`src/rtl/irq_pend_pkg.sv`:
```
package irq_pend_pkg;

   localparam int unsigned ADR_PEND0 = 0;
   localparam int unsigned ADR_MASK0 = 1;
   localparam int unsigned ADR_SENSE = 2;
   localparam int unsigned ADR_MODE  = 3;
   localparam int unsigned ADR_VECT  = 4;
   localparam int unsigned ADR_XBASE = 5;
   localparam int unsigned XSTRIDE   = 3;

   typedef enum logic {
      MODE_COMPAT = 1'b0,
      MODE_EXT    = 1'b1
   } irq_mode_e;

   // Address of the pending word of an extra bank (b >= 1)
   function automatic int unsigned xpend_adr(input int unsigned b);
      return ADR_XBASE + XSTRIDE * (b - 1);
   endfunction

   function automatic int unsigned mask_adr(input int unsigned b);
      return (b == 0) ? ADR_MASK0 : xpend_adr(b) + 1;
   endfunction

   function automatic int unsigned xstat_adr(input int unsigned b);
      return xpend_adr(b) + 2;
   endfunction

endpackage

```
`src/rtl/irq_ext_sync.sv`:
```
module irq_ext_sync #(
   parameter int unsigned N_PIN      = 8,
   parameter int unsigned SYNC_DEPTH = 2
) (
   input  logic             clk,
   input  logic             rst_n,
   input  logic [N_PIN-1:0] pin_n,
   input  logic [N_PIN-1:0] sense,
   input  logic [N_PIN-1:0] w1c,
   output logic [N_PIN-1:0] lvl,
   output logic [N_PIN-1:0] fall,
   output logic [N_PIN-1:0] pend
);

   if (SYNC_DEPTH < 2) begin : g_bad_depth
      $error("irq_ext_sync: SYNC_DEPTH must be at least 2");
   end

   for (genvar i = 0; i < N_PIN; i++) begin : g_pin
      logic [SYNC_DEPTH-1:0] sh;
      logic                  prev_q;
      logic                  latch_q;
      logic                  cur;

      assign cur = sh[SYNC_DEPTH-1];

      always_ff @(posedge clk or negedge rst_n) begin
         if (!rst_n) begin
            sh      <= '1;
            prev_q  <= 1'b1;
            latch_q <= 1'b0;
         end else begin
            sh      <= {sh[SYNC_DEPTH-2:0], pin_n[i]};
            prev_q  <= cur;
            latch_q <= sense[i] & (fall[i] | (latch_q & ~w1c[i]));
         end
      end

      assign lvl[i]  = ~cur;
      assign fall[i] = prev_q & ~cur;
      assign pend[i] = sense[i] ? latch_q : ~cur;
   end

endmodule

```
`src/rtl/irq_mask_bank.sv`:
```
module irq_mask_bank #(
   parameter int unsigned N_BANK = 3,
   parameter int unsigned DATA_W = 32
) (
   input  logic                     clk,
   input  logic                     rst_n,
   input  logic [N_BANK-1:0]        we,
   input  logic [DATA_W-1:0]        wdata,
   output logic [N_BANK*DATA_W-1:0] mask
);

   for (genvar b = 0; b < N_BANK; b++) begin : g_bank
      logic [DATA_W-1:0] m_q;
      always_ff @(posedge clk or negedge rst_n) begin
         if (!rst_n)     m_q <= '0;
         else if (we[b]) m_q <= wdata;
      end
      assign mask[b*DATA_W +: DATA_W] = m_q;
   end

endmodule

```
`src/rtl/irq_first_set.sv`:
```
module irq_first_set #(
   parameter int unsigned WIDTH = 96,
   parameter int unsigned IDX_W = 7
) (
   input  logic [WIDTH-1:0] vec,
   output logic             hit,
   output logic [IDX_W-1:0] idx
);

   if ((1 << IDX_W) <= WIDTH) begin : g_bad_idx
      $error("irq_first_set: IDX_W too small for an all-ones empty code");
   end

   always_comb begin
      idx = '1;
      for (int i = WIDTH - 1; i >= 0; i--) begin
         if (vec[i]) idx = IDX_W'(i);
      end
   end

   assign hit = |vec;

endmodule

```
`src/rtl/irq_pend_ctrl.sv`:
```
module irq_pend_ctrl
   import irq_pend_pkg::*;
#(
   parameter int unsigned DATA_W     = 32,
   parameter int unsigned N_BANK     = 3,
   parameter int unsigned N_EXT      = 8,
   parameter int unsigned ADDR_W     = 4,
   parameter int unsigned SYNC_DEPTH = 2
) (
   input  logic                            clk,
   input  logic                            rst_n,
   input  logic                            bus_sel,
   input  logic                            bus_wr,
   input  logic [ADDR_W-1:0]               bus_addr,
   input  logic [DATA_W-1:0]               bus_wdata,
   output logic [DATA_W-1:0]               bus_rdata,
   input  logic [N_BANK*DATA_W-N_EXT-1:0]  int_req,
   input  logic [N_EXT-1:0]                irq_n_pin,
   output logic                            cpu_irq
);

   localparam int unsigned TOT   = N_BANK * DATA_W;
   localparam int unsigned IDX_W = $clog2(TOT + 1);
   localparam int unsigned TOP_A = ADR_XBASE + XSTRIDE * (N_BANK - 1);

   if (N_EXT == 0 || N_EXT > DATA_W) begin : g_bad_ext
      $error("irq_pend_ctrl: N_EXT must be within 1..DATA_W");
   end
   if (N_BANK == 0 || TOP_A > (1 << ADDR_W)) begin : g_bad_map
      $error("irq_pend_ctrl: register map does not fit ADDR_W");
   end
   if (IDX_W > DATA_W) begin : g_bad_vw
      $error("irq_pend_ctrl: vector index wider than data word");
   end

   logic [31:0]       adr32;
   logic              wr_cyc;
   logic [N_EXT-1:0]  sense_q;
   irq_mode_e         mode_q;
   logic              mode_ext;
   logic [N_EXT-1:0]  ext_w1c;
   logic [N_EXT-1:0]  ext_lvl;
   logic [N_EXT-1:0]  ext_fall;
   logic [N_EXT-1:0]  ext_pend;
   logic [TOT-1:0]    pend_flat;
   logic [TOT-1:0]    mask_flat;
   logic [TOT-1:0]    bank_on;
   logic [TOT-1:0]    eff;
   logic [N_BANK-1:0] mask_we;
   logic              hit;
   logic [IDX_W-1:0]  vec_idx;

   assign adr32    = 32'(bus_addr);
   assign wr_cyc   = bus_sel & bus_wr;
   assign mode_ext = (mode_q == MODE_EXT);
   assign ext_w1c  = (wr_cyc && adr32 == ADR_PEND0) ? bus_wdata[N_EXT-1:0] : '0;

   // Configuration registers
   always_ff @(posedge clk or negedge rst_n) begin
      if (!rst_n) begin
         sense_q <= '0;
         mode_q  <= MODE_COMPAT;
      end else if (wr_cyc) begin
         if (adr32 == ADR_SENSE) sense_q <= bus_wdata[N_EXT-1:0];
         if (adr32 == ADR_MODE)  mode_q  <= irq_mode_e'(bus_wdata[0]);
      end
   end

   irq_ext_sync #(
      .N_PIN      (N_EXT),
      .SYNC_DEPTH (SYNC_DEPTH)
   ) u_ext (
      .clk   (clk),
      .rst_n (rst_n),
      .pin_n (irq_n_pin),
      .sense (sense_q),
      .w1c   (ext_w1c),
      .lvl   (ext_lvl),
      .fall  (ext_fall),
      .pend  (ext_pend)
   );

   assign pend_flat = {int_req, ext_pend};

   for (genvar b = 0; b < N_BANK; b++) begin : g_bank
      assign mask_we[b] = wr_cyc && (adr32 == mask_adr(b)) && ((b == 0) || mode_ext);
      assign bank_on[b*DATA_W +: DATA_W] = {DATA_W{(b == 0) || mode_ext}};
   end

   irq_mask_bank #(
      .N_BANK (N_BANK),
      .DATA_W (DATA_W)
   ) u_mask (
      .clk   (clk),
      .rst_n (rst_n),
      .we    (mask_we),
      .wdata (bus_wdata),
      .mask  (mask_flat)
   );

   assign eff = pend_flat & mask_flat & bank_on;

   irq_first_set #(
      .WIDTH (TOT),
      .IDX_W (IDX_W)
   ) u_first (
      .vec (eff),
      .hit (hit),
      .idx (vec_idx)
   );

   assign cpu_irq = |eff;

   // Read path
   always_comb begin
      bus_rdata = '0;
      if (adr32 == ADR_PEND0)      bus_rdata = pend_flat[DATA_W-1:0];
      else if (adr32 == ADR_MASK0) bus_rdata = mask_flat[DATA_W-1:0];
      else if (adr32 == ADR_SENSE) bus_rdata[N_EXT-1:0] = sense_q;
      else if (adr32 == ADR_MODE)  bus_rdata[0] = mode_ext;
      else if (adr32 == ADR_VECT)  bus_rdata[IDX_W-1:0] = vec_idx;
      else if (mode_ext) begin
         for (int unsigned b = 1; b < N_BANK; b++) begin
            if (adr32 == xpend_adr(b)) bus_rdata = pend_flat[b*DATA_W +: DATA_W];
            if (adr32 == mask_adr(b))  bus_rdata = mask_flat[b*DATA_W +: DATA_W];
            if (adr32 == xstat_adr(b)) bus_rdata = eff[b*DATA_W +: DATA_W];
         end
      end
   end

endmodule

```
`config.mk`:
```
export PLATFORM = sky130hd
export DESIGN_NAME = irq_pend_ctrl
export DESIGN_NICKNAME = d
export VERILOG_FILES = /design/src/rtl/irq_pend_pkg.sv /design/src/rtl/irq_ext_sync.sv /design/src/rtl/irq_mask_bank.sv /design/src/rtl/irq_first_set.sv /design/src/rtl/irq_pend_ctrl.sv
export SDC_FILE = /design/constraint.sdc
export NUM_CORES = 1
export LEC_CHECK = 0
export BUFFER_PORTS_ARGS = -buffer_cell sky130_fd_sc_hd__buf_4
export CORE_ASPECT_RATIO = 1.4
export CORE_MARGIN = 2
export CORE_UTILIZATION = 35
export CTS_BUF_LIST = sky130_fd_sc_hd__clkbuf_8 sky130_fd_sc_hd__clkbuf_16
export DETAILED_ROUTE_END_ITERATION = 6
export PLACE_DENSITY = 0.55
export SETUP_SLACK_MARGIN = 0.5
export SKIP_LAST_GASP = 1
export SLEW_MARGIN = 0
export SYNTH_ARGS = -nofsm -noshare
export SYNTH_HDL_FRONTEND = slang
export SYNTH_SLANG_ARGS = --single-unit
```
`constraint.sdc`:
```
create_clock -name clk -period 3.1 [get_ports clk]
set_input_delay 0.31 -clock clk [delete_from_list [all_inputs] [get_ports clk]]
set_output_delay 0.31 -clock clk [all_outputs]
set_load 0.005 [all_outputs]
```
# After elaboration in Yosys (flattened, before gate mapping)
# Index checks and enable logic that the tools add are counted.
# Widths: inputs -> output; s select.
# word_totals
output_inout_bits	33
register_bits	137
word_cells	220
mem_bits_ro	0
inputBits	136
mem_count	0
mem_bits_rw	0
latch_bits	0
# op_classes
eq_ne	10
n_lt_le_gt_ge	0
n_bitwise	51
n_mux	120
div	0
mul	0
n_shift	0
reduce_logical	10
n_addsub	0
# ops
cell	count
$mux 7	65
$mux 32	9
$and 96x96->96	2
$mux 6	32
$reduce_or 96->1	1
$logic_not 32->1	1
$mux 31	1
$and 1x1->1	25
$mux 25	1
$mux 24	1
$eq 4x3->1 const B	4
$mux 8	2
$not 1->1	16
$eq 4x4->1 const B	3
$mux 1	9
$eq 4x2->1 const B	2
$or 1x1->1	8
$logic_and 1x1->1	6
$eq 4x1->1 const B	1
$reduce_and 2->1	2

# Depth between registers and ports, before layout
# logic_depth
depth_word	105
ltp_mapped	9
depth_no_buf	7

# By module
# Synthesis repeated with hierarchy kept, for this count alone.
# unflattened
hier_cells	1110
area_unflattened_um2	10189.8
# by_module_without_submodules
module	n_inst	area_per_inst_um2	cells_per_inst	seq_area_each_um2
irq_mask_bank	1	4035.1	204	2402.3
irq_pend_ctrl	1	3833.7	610	225.2
irq_first_set	1	1209.9	216	0.0
irq_ext_sync	1	1111.1	80	830.8

# Least setup slack after synthesis
# No wires, ideal clock.
# synth_timing
kind	input-to-output
start	input port bus_addr[0]
end	output port bus_rdata[1]
cell_stages	9
slack_ps	889
path_buffers	2
arrival_ps	1901
t_required_ps	2790
path_cell_list	buf_6 -> or2_1 -> buf_6 -> a311oi_4 -> nand2_2 -> a31oi_2 -> nand3_1 -> a2111oi_2 -> a211o_1
# synth_between
elab_chain_len	13
elab_cells_between_ends	23
classes_between	eq/ne (10); mux (12); reduce/logical (1)
# synth_lines
element	line	source
from (decl)	irq_pend_ctrl.sv:14	input logic [ADDR_W-1:0] bus_addr,
$eq 4x3->1	irq_pend_ctrl.sv:124	if (adr32 == xpend_adr(b)) bus_rdata = pend_flat[b*DATA_W +: DATA_W];
$mux 32	irq_pend_ctrl.sv:124	
$mux 32	irq_pend_ctrl.sv:125	if (adr32 == mask_adr(b)) bus_rdata = mask_flat[b*DATA_W +: DATA_W];
$mux 32	irq_pend_ctrl.sv:126	if (adr32 == xstat_adr(b)) bus_rdata = eff[b*DATA_W +: DATA_W];
$mux 32	irq_pend_ctrl.sv:124	
$mux 32	irq_pend_ctrl.sv:125	
$mux 32	irq_pend_ctrl.sv:126	
$mux 32	irq_pend_ctrl.sv:122	else if (mode_ext) begin
$mux 7	irq_pend_ctrl.sv:121	else if (adr32 == ADR_VECT) bus_rdata[IDX_W-1:0] = vec_idx;
$mux 31	irq_pend_ctrl.sv:120	else if (adr32 == ADR_MODE) bus_rdata[0] = mode_ext;
$mux 8	irq_pend_ctrl.sv:119	else if (adr32 == ADR_SENSE) bus_rdata[N_EXT-1:0] = sense_q;
$mux 32	irq_pend_ctrl.sv:118	else if (adr32 == ADR_MASK0) bus_rdata = mask_flat[DATA_W-1:0];
$mux 32 (*)	irq_pend_ctrl.sv:117	if (adr32 == ADR_PEND0) bus_rdata = pend_flat[DATA_W-1:0];
to (decl)	irq_pend_ctrl.sv:16	output logic [DATA_W-1:0] bus_rdata,
# Every way passes the cells marked *; elsewhere a longest branch is shown, timed or not.

# Worst setup path in the final report
# layout_timing
start	register mode_q, in the netlist mode_ext
end	output port bus_rdata[1]
# layout_between
elab_chain_len	101
elab_cells_between_ends	106
classes_between	mux (105); bitwise (1)
# layout_lines
element	line	source
from (decl)	irq_pend_ctrl.sv:39	irq_mode_e mode_q;
from (signal assigned)	irq_pend_ctrl.sv:65	if (adr32 == ADR_MODE) mode_q <= irq_mode_e'(bus_wdata[0]);
$and 96x96->96	irq_pend_ctrl.sv:101	assign eff = pend_flat & mask_flat & bank_on;
$mux 6 (31 in a row)	irq_first_set.sv:17	if (vec[i]) idx = IDX_W'(i);
$mux 7 (64 in a row)	irq_first_set.sv:17	
$mux 7 (*)	irq_pend_ctrl.sv:121	
$mux 31 (*)	irq_pend_ctrl.sv:120	
$mux 8 (*)	irq_pend_ctrl.sv:119	
$mux 32 (*)	irq_pend_ctrl.sv:118	
$mux 32 (*)	irq_pend_ctrl.sv:117	
# Marked as above.

==> metrics.md <==
| Metric | Value |
|---|---|
| Die Area | `0.0264 mm²` |
| Placed insts | `1408` |
| Post-synthesis sequential element count | `137` |
| Critical Path Start Type | `flip-flop` |
| R2R Setup Slk | `1.21 ns` |
| Compound-Gate Fraction of Synth Area | `between 20% and 30%` |
| Fin crit period | `~2.9 ns` |
| GP Congestion | `0.932` |
| Post-layout instance area | `approximately 0.012 mm²` |
| Distinct cell type count after synthesis | `64` |
| Drt drc | `0` |
| Status | `finished, final reports clean` |
| Ant diodes | `0` |
| Hold Path Sink | `u_mask.g_bank[0].m_q[25]` |
| Crit path kind | `flip-flop to output port` |
| Post-synth ARST share | `100%` |
| Syn Nets | `1069` |
| Setup repair after global routing missed its margin | `true` |
| Power share of the clock group | `a little over a third` |
| Io pins | `169` |
| Final setup violation count | `0` |
| Mux cell area share after synthesis | `13.6%` |
| Net Sw Frac | `31.9%` |
| Cell Area, Synth | `0.00880 mm²` |
| CP Max Fanout | `7` |
| Port buffer count | `168` |
| CTS Buf Count | `17` |
| Die Ht | `192 µm` |
| Layout Nets | `1303` |
| Rel. slew slack | `between 50% and 60%` |
| CP max stage delay | `0.38 ns` |
| Fin crit share | `92.4%` |
| Routed wl met3 | `1930 µm` |
| Clk_skew | `0.0127 ns` |
| Area Growth Syn to Fin | `40.4%` |
| Setup tns final | `0 ns` |
| GRT Overall Usage | `27.6%` |
| Detailed-routed wire length on met2 | `18700 µm` |
| Post-DRT Antenna Nets | `0` |
| Worst EP arrival | `around 2.6 ns` |
| P_sw | `2.00 mW` |
| Depth of the CTS H-tree | `4` |
| Power density of the placed cells | `between 500 and 600 mW/mm²` |
| HP Start | `bus_wdata[25]` |
| Metal1 wirelength | `14400 µm` |
| Main flop type after synthesis | `dfrtp_1` |
| Fin. max-slew vios | `0` |
| DR pass1 iterations | `6` |
| Die Wd | `138 µm` |
| # rows | `68` |
| Final Hold Vio Count | `0` |
| Maximum VDD drop | `0.432 mV` |
| Seq/Total Area, Yosys | `about two fifths` |
| F_max | `0.349 GHz` |
| Setup ws final | `around 0.24 ns` |
| WP buf/inv | `4` |
| DRT iter0 DRCs | `734` |
| TritonCTS clock tree | `built` |
| Final WL | `between 30000 and 40000 µm` |
| Maximum clock path buffer count | `2` |
| Core area | `around 0.025 mm²` |
| Max-cap violations | `0` |
| Post-Place Worst Slack | `0.309 ns` |
| Simple-gate share of the synthesized area | `~15%` |
| FF-to-FF path depth | `6` |
| Via Count | `9073` |
| Leakage power | `5.72 nW` |
| Post-synthesis adder-cell area fraction | `0%` |
| Combinational fraction of design power | `29.6%` |
| Sink Count | `approximately 140` |
| Main combinational cell family by area after synthesis | `compound AO/OA/AOI/OAI gates` |
| Min Hold Slack | `0.0998 ns` |
| Global route overflow | `0` |
| Critical Path RT | `between 2 and 3 ns` |
| Cells after Synth | `933` |
| Layout cell share with drive strength beyond 1 | `42.3%` |
| Vias per cell | `6.07` |
| Crit Reg-Reg Endpoint | `u_mask.g_bank[2].m_q[19]` |
| Worst skew pair latency | `between 0.4 and 0.5 ns` |
| First-pass GRT wire length | `around 54000 µm` |
| Worst-path clk slew | `0.06 ns` |
| Area after detailed placement | `0.0107 mm²` |
| Clk root buf | `clkbuf_16` |
| Hpwl dp | `26800 µm` |
| Flop pwr share | `between 30% and 40%` |
| Worst r2r src | `mode_ext` |
| Cells on Worst Hold Path | `2` |
| Post-Layout Cell Count | `1495` |
| Drt wl/cell | `~24 µm` |
| Slowest CP cell | `dfrtp_1` |
| XOR/XNOR share of the synthesized area | `less than 1%` |
| Int Power | `4.26 mW` |
| Antenna violations before repair | `0` |
| Critical Path End Type | `output port` |
| Crit-path cells | `inv_2 > buf_12 > buf_2 > a21oi_1 > a41oi_1 > o21ai_1 > nand3_1 > a221o_1 > a211o_1 > buf_6` |
| Post-synth EDFFs | `0` |
| Vias in the first global route | `9153` |
| Initial Utilization | `35.7%` |
| Mean Syn Cell Area | `9.43 µm²` |
| Slew @ Worst Pin | `0.709 ns` |
| Largest net degree at the start of global routing | `62` |
| Hold Path Class | `input port to flip-flop` |
| Top layer in use | `met4` |
| CP delay by family, top | `compound AO/OA/AOI/OAI gates` |
| Ys Warns | `0` |
## worst max path at each step
stage	startpoint	endpoint	slack, ns	cells past startpoint
global placement	bus_addr[1]	bus_rdata[1]	0.32	8
CTS	u_mask.g_bank[2].m_q[17]	bus_rdata[0]	0.24	8
global route	u_mask.g_bank[2].m_q[17]	bus_rdata[0]	0.15	8
floorplan	bus_addr[0]	bus_rdata[1]	0.89	9
detailed placement	bus_addr[1]	bus_rdata[1]	0.31	8
finish	mode_ext	bus_rdata[1]	0.24	10
## timing repair
| action | CTS | global route |
|---|---|---|
| pin swaps | 50 | 26 |
| hold endpoints to repair | 36 | 0 |
| endpoints found under the setup margin | 33 | 33 |
| cloned | 2 | 2 |
| setup buffers | 28 | 14 |
| hold buffers | 9 | 0 |
| resized for setup | 119 | 28 |
## cell families after synthesis
| family | count (synthesis) |
|---|---|
| buffers and inverters | 56 |
| DFF | 137 |
| muxes | 105 |
| xor gates and xnor gates | 1 |
| AOI/OAI and AO/OA | 349 |
| and+or+nand+nor | 285 |
## per-layer routing
| metal | track usage (%) | vias to the layer above |
|---|---|---|
| met5 | 0 | - |
| met3 | 3.59 | 79 |
| met4 | 12.4 | 0 |
| li1 | - | 4069 |
| met2 | 48.0 | 402 |
| met1 | 33.7 | 4523 |
## state kept, by name (all words and copies together), names as in the netlist
signal / flops
u_ext.g_pin.prev_q: 8
u_ext.g_pin.latch_q: 8
u_ext.g_pin.sh: 16
mode_ext: 1
u_mask.g_bank.m_q: 96
sense_q: 8
## power by group through the flow
stage | sequential [mW] | clock, mW | combinational, mW
2_1_floorplan | 2.17 | 0 | 0.797
4_1_cts | 2.21 | 2.22 | 1.75
5_1_grt | 2.25 | 2.31 | 1.97
3_3_place_gp | 2.22 | 0 | 1.45
3_5_place_dp | 2.23 | 0 | 1.46
6_report | 2.22 | 2.18 | 1.85
## synthesized netlist by cell type (all sizes together), types with 2 or more instances
library cell	number	area (µm²)
and2	12	75.1
o211ai	7	52.6
or3	2	12.5
o31ai	3	22.5
nor2	42	158
o21ai	57	285
a41oi	3	26.3
nor3	10	50.1
a21boi	5	37.5
nand4	4	25.0
nand2	126	475
a21oi	44	220
a221o	2	20.0
nor2b	16	100
dfstp	24	631
a31oi	8	56.3
o221ai	2	17.5
a2bb2oi	5	43.8
a32o	8	80.1
nand2b	22	138
nor4	7	62.6
a32oi	11	96.3
nand3	36	180
a221oi	4	35.0
o22ai	8	50.1
a222oi	25	250
dfrtp	113	2830
nor4b	2	17.5
clkbuf	31	116
a22oi	51	383
a311oi	3	43.8
o41ai	3	26.3
a211oi	4	30.0
a21o	51	383
mux2	104	1170
or2	3	18.8
buf	16	91.3
o21a	2	15.0
a22o	35	307
inv	9	33.8
## per-stage QoR
stage	utilization (%)	power, mW
CTS	49.0	6.18
global placement	43.3	3.67
finish	50.1	6.26
floorplan	-	2.96
detailed placement	43.3	3.68
global route	50.1	6.54
## layout make-up
type / count / area, µm²
clock buffers: 20 / 467
clock inverters: 12 / 156
well taps: 315 / 394
inverters: 9 / 33.8
flip-flops and latches: 137 / 3460
repair buffers: 262 / 2170
fillers: 2394 / 12300
multi-input cells: 740 / 5670
## cell usage in the layout, fill, tap and decap left out, types with 25 or more instances in the layout
master | synthesis | layout
buf_4 | 0 | 230
nand2_1 | 125 | 120
dfrtp_1 | 113 | 112
mux2_2 | 91 | 91
a21o_1 | 51 | 51
a21oi_1 | 44 | 38
a22oi_1 | 51 | 33
nor2_1 | 42 | 32
a22o_1 | 35 | 32
o21ai_1 | 7 | 30
nand3_1 | 36 | 27
a222oi_1 | 25 | 25
## worst register-to-register path: stages, from the launching register on
cell,delay [ns]
dfrtp_1,0.38
inv_2,0.07
buf_12,0.14
buf_8,0.14
nor4_4,0.29
buf_4,0.37
mux2_2,0.39
No activity file was read; power rests on OpenSTA's default activity.
